[config.mk]
export PLATFORM = sky130hd
export DESIGN_NAME = eth_addr_extract
export DESIGN_NICKNAME = d
export VERILOG_FILES = /design/src/rtl/eaddr_pkg.sv /design/src/rtl/eaddr_sync.sv /design/src/rtl/eaddr_link_mon.sv /design/src/rtl/eaddr_deser.sv /design/src/rtl/eaddr_hold.sv /design/src/rtl/eth_addr_extract.sv
export SDC_FILE = /design/constraint.sdc
export NUM_CORES = 1
export LEC_CHECK = 0
export BUFFER_PORTS_ARGS = -buffer_cell sky130_fd_sc_hd__buf_4
export CAP_MARGIN = 10
export CORE_ASPECT_RATIO = 0.7
export CORE_MARGIN = 5
export CORE_UTILIZATION = 50
export CTS_CLUSTER_DIAMETER = 50
export DETAILED_ROUTE_END_ITERATION = 7
export MAX_ROUTING_LAYER = met4
export PLACE_DENSITY = 0.71
export SLEW_MARGIN = 5
export SYNTH_ARGS = -nofsm -noshare
export SYNTH_HDL_FRONTEND = slang
export SYNTH_SLANG_ARGS = --single-unit
[constraint.sdc]
create_clock -name clk -period 2.4 [get_ports clk]
set_clock_uncertainty 0.2 [all_clocks]
set_input_delay 0.24 -clock clk [delete_from_list [all_inputs] [get_ports clk]]
set_output_delay 0.24 -clock clk [all_outputs]
set_load 0.01 [all_outputs]
[src/rtl/eaddr_pkg.sv]
package eaddr_pkg;
  typedef enum logic [1:0] {
    ST_HUNT = 2'd0,
    ST_ADDR = 2'd1,
    ST_DONE = 2'd2
  } rx_state_t;

  localparam int BYTE_W = 8;
endpackage

[src/rtl/eaddr_sync.sv]
module eaddr_sync #(
  parameter int W      = 1,
  parameter int STAGES = 2
) (
  input  logic         clk,
  input  logic         rst_n,
  input  logic [W-1:0] d,
  output logic [W-1:0] q
);
  logic [W-1:0] pipe [STAGES];

  always_ff @(posedge clk or negedge rst_n) begin
    if (!rst_n) begin
      for (int i = 0; i < STAGES; i++) pipe[i] <= '0;
    end else begin
      pipe[0] <= d;
      for (int i = 1; i < STAGES; i++) pipe[i] <= pipe[i-1];
    end
  end

  assign q = pipe[STAGES-1];
endmodule

[src/rtl/eaddr_link_mon.sv]
module eaddr_link_mon #(
  parameter int LIMIT = 16
) (
  input  logic clk,
  input  logic rst_n,
  input  logic s_clk,
  input  logic s_col,
  output logic lc_hit,
  output logic col_hit,
  output logic evt
);
  localparam int CW = $clog2(LIMIT + 2);

  logic [CW-1:0] lo_cnt;
  logic          col_q;

  // lo_cnt counts earlier low cycles; the (LIMIT+1)-th low cycle fires
  assign lc_hit  = !s_clk && (lo_cnt == CW'(LIMIT));
  assign col_hit = s_col && !col_q;

  always_ff @(posedge clk or negedge rst_n) begin
    if (!rst_n) begin
      lo_cnt <= '0;
      col_q  <= 1'b0;
      evt    <= 1'b0;
    end else begin
      col_q <= s_col;
      evt   <= lc_hit | col_hit;
      if (s_clk)                        lo_cnt <= '0;
      else if (lo_cnt != CW'(LIMIT + 1)) lo_cnt <= lo_cnt + 1'b1;
    end
  end
endmodule

[src/rtl/eaddr_deser.sv]
module eaddr_deser
  import eaddr_pkg::*;
#(
  parameter int ADDR_BITS    = 48,
  parameter int WORD_W       = 16,
  parameter int MIN_PRE_BITS = 6,
  parameter int SEGW         = 3
) (
  input  logic              clk,
  input  logic              rst_n,
  input  logic              s_clk,
  input  logic              s_dat,
  input  logic              lc_hit,
  input  logic              col_hit,
  output logic              push,
  output logic [WORD_W-1:0] push_data,
  output logic [SEGW-1:0]   push_seg
);
  localparam int TOTAL = 2 * ADDR_BITS;
  localparam int BCW   = $clog2(TOTAL);
  localparam int PCW   = $clog2(MIN_PRE_BITS + 1);

  rx_state_t         st;
  logic              clk_q;
  logic              last_bit;
  logic [PCW-1:0]    alt_cnt;
  logic [BCW-1:0]    bit_cnt;
  logic [WORD_W-1:0] acc, acc_nxt;
  logic              word_end;
  logic [SEGW-1:0]   seg_now;

  wire bit_stb = s_clk && !clk_q;

  // LSB-first bytes; first byte of a word lands in the upper byte lane
  function automatic int lane_pos(input int k);
    return WORD_W - BYTE_W * (k / BYTE_W + 1) + (k % BYTE_W);
  endfunction

  always_comb begin
    int kk;
    kk       = int'(bit_cnt) % WORD_W;
    acc_nxt  = acc;
    acc_nxt[lane_pos(kk)] = s_dat;
    word_end = (kk == WORD_W - 1);
    seg_now  = SEGW'(int'(bit_cnt) / WORD_W);
  end

  always_ff @(posedge clk or negedge rst_n) begin
    if (!rst_n) begin
      st        <= ST_HUNT;
      clk_q     <= 1'b0;
      last_bit  <= 1'b0;
      alt_cnt   <= '0;
      bit_cnt   <= '0;
      acc       <= '0;
      push      <= 1'b0;
      push_data <= '0;
      push_seg  <= '0;
    end else begin
      clk_q <= s_clk;
      push  <= 1'b0;
      if (lc_hit) begin
        st       <= ST_HUNT;
        alt_cnt  <= '0;
        last_bit <= 1'b0;
        bit_cnt  <= '0;
      end else if (col_hit) begin
        st <= ST_DONE;
      end else if (bit_stb) begin
        unique case (st)
          ST_HUNT: begin
            last_bit <= s_dat;
            if (s_dat != last_bit) begin
              if (alt_cnt != PCW'(MIN_PRE_BITS)) alt_cnt <= alt_cnt + 1'b1;
            end else if (s_dat && alt_cnt == PCW'(MIN_PRE_BITS)) begin
              st      <= ST_ADDR;
              bit_cnt <= '0;
              alt_cnt <= '0;
            end else begin
              alt_cnt <= '0;
            end
          end
          ST_ADDR: begin
            acc <= acc_nxt;
            if (word_end) begin
              push      <= 1'b1;
              push_data <= acc_nxt;
              push_seg  <= seg_now;
            end
            if (bit_cnt == BCW'(TOTAL - 1)) st <= ST_DONE;
            else                            bit_cnt <= bit_cnt + 1'b1;
          end
          default: ;
        endcase
      end
    end
  end
endmodule

[src/rtl/eaddr_hold.sv]
module eaddr_hold #(
  parameter int WORD_W = 16,
  parameter int SEGW   = 3
) (
  input  logic              clk,
  input  logic              rst_n,
  input  logic              push,
  input  logic [WORD_W-1:0] push_data,
  input  logic [SEGW-1:0]   push_seg,
  input  logic              o_ready,
  output logic              o_valid,
  output logic [WORD_W-1:0] o_data,
  output logic [SEGW-1:0]   o_seg
);
  wire take = push && (!o_valid || o_ready);

  always_ff @(posedge clk or negedge rst_n) begin
    if (!rst_n) begin
      o_valid <= 1'b0;
      o_data  <= '0;
      o_seg   <= '0;
    end else if (take) begin
      o_valid <= 1'b1;
      o_data  <= push_data;
      o_seg   <= push_seg;
    end else if (o_valid && o_ready) begin
      o_valid <= 1'b0;
    end
  end
endmodule

[src/rtl/eth_addr_extract.sv]
module eth_addr_extract #(
  parameter int ADDR_BITS    = 48,
  parameter int WORD_W       = 16,
  parameter int SYNC_STAGES  = 2,
  parameter int LOC_LIMIT    = 16,
  parameter int MIN_PRE_BITS = 6
) (
  input  logic        clk,
  input  logic        rst_n,
  input  logic        ser_clk,
  input  logic        ser_dat,
  input  logic        col_det,
  output logic        o_valid,
  input  logic        o_ready,
  output logic [15:0] o_data,
  output logic [2:0]  o_seg,
  output logic        last_da_word,
  output logic        last_sa_word,
  output logic        link_evt
);
  localparam int SEGS = ADDR_BITS / WORD_W;
  localparam int SEGW = $clog2(2 * SEGS);

  logic [2:0]        sync_q;
  logic              lc_hit, col_hit, push;
  logic [WORD_W-1:0] push_data;
  logic [SEGW-1:0]   push_seg;

  eaddr_sync #(.W(3), .STAGES(SYNC_STAGES)) sync_i (
    .clk(clk), .rst_n(rst_n), .d({ser_clk, ser_dat, col_det}), .q(sync_q)
  );

  eaddr_link_mon #(.LIMIT(LOC_LIMIT)) mon_i (
    .clk(clk), .rst_n(rst_n), .s_clk(sync_q[2]), .s_col(sync_q[0]),
    .lc_hit(lc_hit), .col_hit(col_hit), .evt(link_evt)
  );

  eaddr_deser #(
    .ADDR_BITS(ADDR_BITS), .WORD_W(WORD_W),
    .MIN_PRE_BITS(MIN_PRE_BITS), .SEGW(SEGW)
  ) deser_i (
    .clk(clk), .rst_n(rst_n), .s_clk(sync_q[2]), .s_dat(sync_q[1]),
    .lc_hit(lc_hit), .col_hit(col_hit),
    .push(push), .push_data(push_data), .push_seg(push_seg)
  );

  eaddr_hold #(.WORD_W(WORD_W), .SEGW(SEGW)) hold_i (
    .clk(clk), .rst_n(rst_n), .push(push), .push_data(push_data),
    .push_seg(push_seg), .o_ready(o_ready),
    .o_valid(o_valid), .o_data(o_data), .o_seg(o_seg)
  );

  wire accept = o_valid && o_ready;
  assign last_da_word = accept && (o_seg == 3'(SEGS - 1));
  assign last_sa_word = accept && (o_seg == 3'(2 * SEGS - 1));
endmodule

==> summary.md, run 1 <==
| Metric | Value |
|---|---|
| Status | finished, final reports clean |
| Total track usage | 16.7% |
| Max Cap Viol | 0 |
| CTS Buf Count | 9 |
| # fillers | 628 |
| Worst Path Required | 2.47 ns |
| Per-cell routed wire length | 14.7 um |
| CTS root buf | clkbuf_8 |
| Top cell type's share of synthesized area | 54.5% |
| Adder-Cell Fraction of Synth Area | 3.61% |
| XOR/XNOR share of the synthesized area | 0.919% |
| Post-Syn Area | 3810 um^2 |
| Total Nets Final | 399 |
| Post-Syn Nets | 356 |
| Final setup fails | 0 |
| Initial Utilization | 51.9% |
| Worst Tran Pin Value | 0.953 ns |
| Leak Pwr | 0.00210 uW |
| # H-tree levels | 3 |
| Port bufs | 28 |
| Remaining DRCs | 0 |
| Largest family of logic cells by synthesized area | multiplexers |
| Clock Sinks | 83 |
| Clock period minus worst slack | 2.23 ns |
| Ports | 29 |
| Vias in the first global route | 2,638 |
| Critical path arrival | 2.31 ns |
| Initial drt markers | 145 |
| Simple-gate share of the synthesized area | 15.6% |
| RSZ-0062 raised after global routing | false |
| Final wirelength | 7.14 mm |
| Power per cell area | 575 nW/um^2 |
| Ranking of synthesized cells by area | dfrtp_1 (54%), mux2_2 (11%), mux2i_1 (5.0%), ha_1 (3.6%), a21oi_1 (3.3%) |
| Fmax | 448 MHz |
| Clock latency at the later pin of the worst-skew pair | 0.36 ns |
| Most common cell after layout, fill and taps aside | dfrtp_1 |
| Avg Inst Size Synth | 11.2 um^2 |
| CTS tree | built |
| Hold Crit Class | reg -> reg |
| Final Wtd Congestion | 0.833 |
| Peak supply drop | 345 uV |
| Post-synthesis sequential area ratio | 54.5% |
| Crit Path Max Fanout | 10 |
| Row cnt | 26 |
| Post-synthesis to final-layout area growth | 17.2% |
| Mux share of post-synthesis cell area | 16.2% |
| Reg clk slew, reported paths | 0.09 ns |
| Final Cycle Share | 93.0% |
| Die width | 114 um |
| Pre-CTS setup slack | 0.144 ns |
| Antenna viol nets, final | 0 |
| Hold Slack | 0.153 ns |
| Initial antenna violation count | 0 |
| Startpoint Class | flop |
| Largest net degree at the start of global routing | 39 |
| Die ar. | 9500 um^2 |
| Post-synth top area cell | dfrtp_1 |
| Inst Count DP | 464 |
| Compound-Gate Fraction of Synth Area | 6.37% |
| Die Y | 83.1 um |
| Setup crit end kind | flop |
| DRT Pass-1 Iters | 4 |
| Top FF cell, synth | dfrtp_1 |
| Total negative slack | 0 ns |
| First-pass GRT wire length | 12.6 mm |
| Kind of critical path | reg -> reg |
| Slew headroom | 36.3% |
| Multi-input combinational cell area | 1640 um^2 |
| Final Hold Fails | 0 |
| Post-DP HPWL | 5.00 mm |
| Worst setup margin | 0.167 ns |
| EDFF count, synth | 0 |
| Post-Layout Cell Count | 485 |
| Via count | 2,615 |
| Grt ovf | 0 |
| Vias/cell | 5.39 |
| Yosys Warn Count | 0 |
| Commonest non-fill, non-tap cells in the layout | dfrtp_1 (82), buf_4 (44), mux2_2 (38), nand2_1 (32), nor2_1 (31) |
| # diodes | 0 |
| CORE AREA | 7350 um^2 |
| Fin. max-slew vios | 0 |
| Share of layout cells above drive strength 1 | 27.4% |
| Count of cell types in the netlist | 44 |
| Storage cell area | 2080 um^2 |
| Bufs on Longest Clock Path | 2 |
| Number of synthesized register bits | 83 |
| Synth async-reset ratio | 100% |
| Synthesized instance count | 339 |
-- cells by family (layout without fill, tap and decap cells) --
| kind of cell | Yosys count | after routing |
|---|---|---|
| XOR/XNOR | 4 | 4 |
| AND/OR/NAND/NOR | 118 | 118 |
| multiplexers | 57 | 57 |
| other | 1 | 1 |
| flip-flops | 83 | 83 |
| AO/OA/AOI/OAI | 39 | 39 |
| buffers and inverters | 26 | 74 |
| adder cells (fa/ha/maj) | 11 | 11 |
-- sequential cells by signal (all words and copies together) (netlist names), 5 cells and up --
signal / flops
hold_i.o_data: 16
deser_i.acc: 16
deser_i.push_data: 16
mon_i.lo_cnt: 5
deser_i.bit_cnt: 7
-- through the flow --
step	instance area [um^2]	power, uW	util (%)
CTS	4460	2610	60.7
finish	4470	2570	60.8
floorplan	3810	1500	-
global route	4470	2680	60.8
detailed placement	4200	1560	57.2
global placement	4200	1550	57.2
-- worst max-delay path, cell delays in order (launching register included) --
cell and delay (ns):
dfrtp_1 0.41, inv_1 0.08, ha_1 0.21, nand4_1 0.19
a211o_4 0.42, or4_1 0.47, a21oi_1 0.17
-- worst paths after layout --
check	startpoint	end	slack, ns	cells past startpoint
max in group asynchronous	rst_n	deser_i.acc[11]	1.17	3
max	deser_i.alt_cnt[0]	deser_i.bit_cnt[2]	0.17	6
min in group asynchronous	rst_n	deser_i.bit_cnt[2]	0.19	2
min reg2reg	sync_i.pipe[3]	sync_i.q[0]	0.15	0
min	sync_i.pipe[3]	sync_i.q[0]	0.15	0
max reg2reg	deser_i.alt_cnt[0]	deser_i.bit_cnt[2]	0.17	6
-- synth_stat cells (2+ instances only) --
library cell and instances:
dfrtp_1 83, mux2_2 38, nand2_1 32, nor2_1 31, a21oi_1 25, mux2i_1 19
nand3_1 16, clkbuf_1 13, ha_1 11, inv_1 9, nand2b_1 5, or4_1 5
buf_2 4, nor2b_1 4, o31ai_1 4, and2_1 3, nor3_1 3, nor3b_1 3
nand4_1 2, nand4b_1 2, nor4_1 2, xnor2_1 2, xor2_1 2
-- where the power goes --
group	internal, uW	switching, uW
registers	1410	13.1
logic	38.6	66.4
clock network	541	497
-- layer usage --
layer / up-vias / track usage [%] / routed length [um]
met2: 55 / 23.8 / 3220
met5: - / - / 0
met3: 4 / 4.65 / 347
li1: 1274 / - / -
met1: 1282 / 23.4 / 3540
met4: 0 / 4.96 / 29
-- timing repair --
action / in CTS / in global routing
resized for setup: 0 / 4
endpoints found under the setup margin: 0 / 16
buffers inserted: 0 / 0
endpoints found under the hold margin: 39 / 0
hold buffers: 5 / 0
-- area by class of cell --
cell class,count,share of cell area (%)
repair buffers,49,8.51
well taps,98,2.74
multi-input cells,230,36.8
inverters,9,0.756
clock inverters,5,1.34
clock buffers,11,3.39
flip-flops and latches,83,46.5
Note: power is estimated with default switching activity, not from simulation.
==> inputs of run 2 (changes only) <==
--- a/config.mk
+++ b/config.mk
@@ -5,15 +5,16 @@
 export SDC_FILE = /design/constraint.sdc
 export NUM_CORES = 1
 export LEC_CHECK = 0
-export BUFFER_PORTS_ARGS = -buffer_cell sky130_fd_sc_hd__buf_4
 export CAP_MARGIN = 10
 export CORE_ASPECT_RATIO = 0.7
 export CORE_MARGIN = 5
 export CORE_UTILIZATION = 50
 export CTS_CLUSTER_DIAMETER = 50
 export DETAILED_ROUTE_END_ITERATION = 7
+export DONT_BUFFER_PORTS = 1
 export MAX_ROUTING_LAYER = met4
-export PLACE_DENSITY = 0.71
+export PLACE_DENSITY = 0.68
+export SETUP_SLACK_MARGIN = 0.5
 export SLEW_MARGIN = 5
 export SYNTH_ARGS = -nofsm -noshare
 export SYNTH_HDL_FRONTEND = slang
==> run 2 against run 1 <==
  * The flow now finishes with violations (negative hold slack)
  * Setup slack gained 0.14 ns
  * Total power rose by 13%
  * Clock power grew 34%
  * Sequential power about the same
  * Via count is 3.9% higher
  * Sequential cell count unchanged
  * First-iteration DRC count rose by 32%
  * Global-route usage grew 1.8 points
  * Fmax is 6.5% higher
  * Critical path depth increased by 2
  * Largest cell class unchanged
  * Largest power group unchanged
  * Highest routed layer unchanged
==> summary.md, run 2 (synthesis gave the netlist of run 1 again) <==
| Metric | Value |
|---|---|
| Total Nets Final | 395 |
| Per-cell routed wire length | 18.1 um |
| Sw Pwr | 556 uW |
| CTS root buf | clkbuf_8 |
| Final Hold Fails | 83 |
| Crit-path slowest cell | dfrtp_2 |
| Status | complete, but fails checks |
| Remaining DRCs | 0 |
| Post-synthesis to final-layout area growth | 29.3% |
| Hold buffers post-CTS | 4 |
| Worst setup margin | 0.303 ns |
| Clock latency at the later pin of the worst-skew pair | 0.35 ns |
| Failing checks | negative hold slack |
| Final setup fails | 0 |
| First-pass GRT wire length | 13.8 mm |
| Bufs on Longest Clock Path | 2 |
| Largest regs | deser_i.acc: 16 flops, deser_i.push_data: 16 flops, hold_i.o_data: 16 flops |
| Reg2reg start | deser_i.bit_cnt[3] |
| RSZ-0062 raised after global routing | true |
| Clock Sinks | 83 |
| Row cnt | 26 |
| Startpoint Class | flop |
| Worst Path Required | 2.44 ns |
| Final Cycle Share | 87.4% |
| Initial drt markers | 191 |
| Most common cell after layout, fill and taps aside | dfrtp_1 |
| Hold Slack | -0.628 ns |
| CTS Buf Count | 9 |
| Die ar. | 9500 um^2 |
| Worst R2R Setup Slack | 0.30 ns |
| Worst reg2reg path depth | 8 |
| Reg2reg end | deser_i.acc[5] |
| Antenna viol nets, final | 0 |
| DRT Pass-1 Iters | 4 |
| Critical path arrival | 2.13 ns |
| Port bufs | 0 |
| Leak Pwr | 0.00222 uW |
| Initial antenna violation count | 0 |
| Grt ovf | 0 |
| Fmax | 477 MHz |
| Crit path top cell by count | ha_4 |
| Fin. max-slew vios | 0 |
| Via count | 2,717 |
| Beginning of the critical path | deser_i.bit_cnt[3] |
| # fillers | 530 |
| Final Wtd Congestion | 0.806 |
| Gate power share | 3.4% |
| Max Cap Viol | 0 |
| Pre-CTS setup slack | 0.101 ns |
| Post-Layout Cell Count | 480 |
| Seq pwr share | 49.0% |
| Worst Setup EP | deser_i.acc[5] |
| Post-DP HPWL | 4.69 mm |
| Critical path cell sequence | inv_2 -> ha_4 -> nor2b_4 -> ha_4 -> buf_6 -> and2_4 -> nand2_2 -> mux2_4 |
| Die width | 114 um |
| Sw Ratio | 19.1% |
| Final wirelength | 8.68 mm |
| Slew headroom | 61.5% |
| Peak supply drop | 433 uV |
| Reg clk slew, reported paths | 0.08 ns |
| Clk pwr share | 47.6% |
| Total track usage | 18.5% |
| # H-tree levels | 3 |
| Worst Tran Pin Value | 0.569 ns |
| Crit Path Max Fanout | 8 |
| Ports | 29 |
| Kind of critical path | reg -> reg |
| Internal power | 2360 uW |
| Die Y | 83.1 um |
| # diodes | 0 |
| Share of layout cells above drive strength 1 | 42.9% |
| Inst Count DP | 432 |
| Total negative slack | 0 ns |
| Hold Crit Class | in -> async |
| Setup crit end kind | flop |
| CTS tree | built |
| Largest net degree at the start of global routing | 84 |
| Commonest non-fill, non-tap cells in the layout | dfrtp_1 (79), mux2_2 (32), buf_4 (31), nor2_1 (27), a21oi_1 (20) |
| Clock period minus worst slack | 2.10 ns |
| Utilization after layout | 67.1% |
| Vias in the first global route | 2,743 |
| Vias/cell | 5.66 |
| Power per cell area | 591 nW/um^2 |
| Initial Utilization | 51.9% |
| CORE AREA | 7350 um^2 |
| Crit path largest cell delay | 0.43 ns |
run 2: cell types whose count changed in the layout (fill, tap and decap cells not counted), sizes merged:
cell         delta
bufinv          +4
dlygate4sd3     -1
clkinvlp        -1
buf             -4
inv             -1
clkinv          -2
run 2: through the flow:
step | total power, uW | cell area (um^2)
detailed placement | 1520 | 3980
finish | 2910 | 4930
global placement | 1510 | 3980
CTS | 2920 | 4650
floorplan | 1500 | 3870
global route | 3010 | 4930
run 2: how the worst min path moves through the flow:
| stage | start | end | slack [ns] | cells past startpoint |
|---|---|---|---|---|
| after floorplan | rst_n | deser_i.acc[0] | -0.26 | 0 |
| after global placement | rst_n | hold_i.o_seg[1] | -0.25 | 0 |
| after detailed placement | rst_n | hold_i.o_seg[1] | -0.25 | 0 |
| after CTS | rst_n | hold_i.o_seg[1] | -0.64 | 0 |
| after global routing | rst_n | hold_i.o_seg[1] | -0.65 | 0 |
| final | rst_n | hold_i.o_seg[1] | -0.63 | 0 |
run 2: layout make-up:
cell class | count | area, um^2 | area share [%]
sequential | 83 | 2080 | 42.2
multi-input combinational | 230 | 2010 | 40.8
timing repair buffer | 45 | 403 | 8.17
clock inverter | 5 | 150 | 3.05
clock buffer | 10 | 128 | 2.59
tap | 98 | 123 | 2.49
inverter | 9 | 33.8 | 0.685
run 2: worst max-delay path, delay by kind of cell, from the launching register on:
kind / cells / cell delay (ns)
and+or+nand+nor: 3 / 0.45
buffers and inverters: 2 / 0.18
adders and majority gates: 2 / 0.43
DFF: 1 / 0.43
muxes: 1 / 0.30
run 2: repair_timing:
| item | 4_1_cts | 5_1_grt |
|---|---|---|
| resized for setup | 51 | 46 |
| pin swaps | 26 | 17 |
| buffers inserted | 20 | 7 |
| gates cloned | 0 | 2 |
| setup endpoints to repair | 45 | 45 |
| endpoints found under the hold margin | 87 | 83 |
run 2: per-layer routing:
| metal | global-route usage (%) | routed length, um | up-vias |
|---|---|---|---|
| met5 | - | 0 | - |
| met4 | 6.69 | 222 | 0 |
| met1 | 25.2 | 3870 | 1357 |
| met2 | 27.0 | 4080 | 83 |
| li1 | - | - | 1255 |
| met3 | 4.65 | 498 | 22 |
run 2: power groups by stage:
stage                     registers (uW)  clock network, uW  logic (uW)
after floorplan                     1450                  0        51.3
after global placement              1460                  0        56.6
after detailed placement            1460                  0        60.6
after CTS                           1430               1410        87.9
after global routing                1430               1470         108
final                               1430               1390        98.0
==> inputs of run 3 (changes only) <==
--- a/config.mk
+++ b/config.mk
@@ -6,14 +6,16 @@
 export NUM_CORES = 1
 export LEC_CHECK = 0
 export CAP_MARGIN = 10
+export CELL_PAD_IN_SITES_DETAIL_PLACEMENT = 0
+export CELL_PAD_IN_SITES_GLOBAL_PLACEMENT = 2
 export CORE_ASPECT_RATIO = 0.7
 export CORE_MARGIN = 5
-export CORE_UTILIZATION = 50
+export CORE_UTILIZATION = 38
 export CTS_CLUSTER_DIAMETER = 50
 export DETAILED_ROUTE_END_ITERATION = 7
 export DONT_BUFFER_PORTS = 1
 export MAX_ROUTING_LAYER = met4
-export PLACE_DENSITY = 0.68
+export PLACE_DENSITY_LB_ADDON = 0.1
 export SETUP_SLACK_MARGIN = 0.5
 export SLEW_MARGIN = 5
 export SYNTH_ARGS = -nofsm -noshare
==> run 3 against run 2 <==
  * The run still ends with negative hold slack left
  * Register-to-register slack hardly changed
  * Fmax down 0.63%
  * Total power is 0.73% lower
  * Final cell count is 6.3% higher
  * Sequential share of layout area increased by 0.35 points
  * Count of clock-buffer cells in the layout grew 1
  * Setup slack worse by 0.013 ns
  * First-iteration DRC count is 46% lower
  * Die area grew 28%
  * Worst hold slack better by 0.024 ns
  * Critical path type unchanged
==> summary.md, run 3 (synthesis gave the netlist of run 1 again) <==
| Metric | Value |
|---|---|
| Power Total | 2890 uW |
| Startpoint Class | flop |
| Bufs and invs on worst path | 2 |
| # fillers | 906 |
| Vias in the first global route | 2,558 |
| Commonest non-fill, non-tap cells in the layout | dfrtp_1 (80), buf_4 (35), mux2_2 (34), nor2_1 (30), a21oi_1 (24) |
| Crit path largest cell delay | 0.42 ns |
| Final wirelength | 8.16 mm |
| Worst Path Required | 2.42 ns |
| Most common cell after layout, fill and taps aside | dfrtp_1 |
| Reg clk slew, reported paths | 0.06 ns |
| Crit Path Max Fanout | 7 |
| Final Wtd Congestion | 0.767 |
| Reg2reg start | deser_i.bit_cnt[0] |
| Hold Slack | -0.605 ns |
| Setup crit end kind | flop |
| Share of layout cells above drive strength 1 | 41.6% |
| Kind of critical path | reg -> reg |
| Row cnt | 30 |
| Crit-path slowest cell | dfrtp_1 |
| Hold buffers post-CTS | 4 |
| Via count | 2,599 |
| # H-tree levels | 3 |
| Die ar. | 12,200 um^2 |
| Post-DP Area | 4050 um^2 |
| Initial antenna violation count | 0 |
| Post-synthesis to final-layout area growth | 28.2% |
| Antenna viol nets, final | 0 |
| CTS Buf Count | 9 |
| Die width | 130 um |
| Gate power share | 3.2% |
| Total track usage | 14.8% |
| Critical path arrival | 2.13 ns |
| Port bufs | 0 |
| Initial drt markers | 104 |
| Pre-CTS setup slack | 0.0954 ns |
| Total negative slack | 0 ns |
| Post-Layout Inst Area | 4890 um^2 |
| Vias/cell | 5.10 |
| Beginning of the critical path | deser_i.bit_cnt[0] |
| Largest net degree at the start of global routing | 84 |
| Clock period minus worst slack | 2.11 ns |
| Ports | 29 |
| Total Nets Final | 394 |
| Status | complete, but fails checks |
| Power per cell area | 592 nW/um^2 |
| DRT Pass-1 Iters | 4 |
| Remaining DRCs | 0 |
| Crit path max-delay family | simple AND/OR/NAND/NOR gates |
| CTS root buf | clkbuf_16 |
| Failing checks | negative hold slack |
| Clock latency at the later pin of the worst-skew pair | 0.33 ns |
| Post-DP HPWL | 5.15 mm |
| # diodes | 0 |
| Peak supply drop | 374 uV |
| Internal power | 2290 uW |
| CTS tree | built |
| Clk pwr share | 47.3% |
| Sw Ratio | 20.8% |
| Max Cap Viol | 0 |
| Critical path cell sequence | buf_4 -> inv_1 -> ha_2 -> nand3_2 -> or3_1 -> mux2_2 |
| Final Hold Fails | 83 |
| CORE AREA | 9760 um^2 |
| Fin. max-slew vios | 0 |
| Sw Pwr | 601 uW |
| Final Cycle Share | 87.9% |
| Die Y | 93.8 um |
| Per-cell routed wire length | 16.0 um |
| Seq pwr share | 49.5% |
| Hold Crit Class | in -> async |
| Clock Sinks | 83 |
| Largest regs | deser_i.acc: 16 flops, deser_i.push_data: 16 flops, hold_i.o_data: 16 flops |
| Slew headroom | 55.7% |
| Grt ovf | 0 |
| Worst setup margin | 0.289 ns |
| RSZ-0062 raised after global routing | true |
| Worst Tran Pin Value | 0.662 ns |
| Fmax | 474 MHz |
| First-pass GRT wire length | 13.5 mm |
| Leak Pwr | 0.00218 uW |
| Final setup fails | 0 |
| Initial Utilization | 39.1% |
| Bufs on Longest Clock Path | 2 |
[run 3: cell types whose count changed in the layout (fill, tap and decap cells not counted), moves of 3 or more]
| cell | change |
|---|---|
| nor2_1 | +3 |
| clkbuf_16 | +8 |
| a21oi_2 | -4 |
| nor2_4 | -3 |
| buf_4 | +4 |
| nand2_1 | -6 |
| clkinv_2 | +3 |
| a21oi_1 | +4 |
| bufinv_16 | -4 |
| buf_6 | -5 |
| nand2_2 | +5 |
| clkbuf_8 | -8 |
[run 3: layer usage]
| layer | GRT usage [%] | wire, um |
|---|---|---|
| met5 | - | 0 |
| met4 | 4.67 | 31 |
| met1 | 21.5 | 4310 |
| met2 | 19.6 | 3420 |
| met3 | 4.66 | 402 |
[run 3: final cells by class]
cell class	instances	area, um^2	share of cell area (%)
multi-input combinational	231	1960	40.1
tap	128	160	3.28
inverter	9	33.8	0.691
clock inverter	5	52.6	1.08
clock buffer	11	243	4.97
timing repair buffer	43	357	7.30
sequential	83	2080	42.6
[run 3: power groups by stage]
stage                     Combinational [uW]  Sequential (uW)  Clock, uW
after floorplan                         51.3             1450          0
after global placement                  58.8             1460          0
after detailed placement                61.0             1460          0
after CTS                               89.6             1430       1420
after global routing                     106             1430       1480
final                                   93.4             1430       1370
[run 3: what timing repair did]
action	4_1_cts	5_1_grt
endpoints found under the hold margin	87	83
endpoints found under the setup margin	46	44
cloned	1	0
setup buffers	14	8
pin swaps	32	14
resized for setup	50	25
[run 3: path summary, 6_finish.rpt]
kind / end / slack (ns) / cells past startpoint
min in group clk: sync_i.q[1] / 0.15 / 0
max reg2reg: deser_i.acc[8] / 0.29 / 6
min reg2reg: sync_i.q[1] / 0.15 / 0
max: deser_i.acc[8] / 0.29 / 6
max in group asynchronous: deser_i.acc[3] / 2.46 / 0
min: hold_i.o_seg[1] / -0.60 / 0
[run 3: metrics by stage]
step / util, % / instances
after floorplan: - / 339
after global placement: 41.5 / 467
after detailed placement: 41.5 / 467
final: 50.1 / 510
after global routing: 50.1 / 510
after CTS: 48.2 / 502
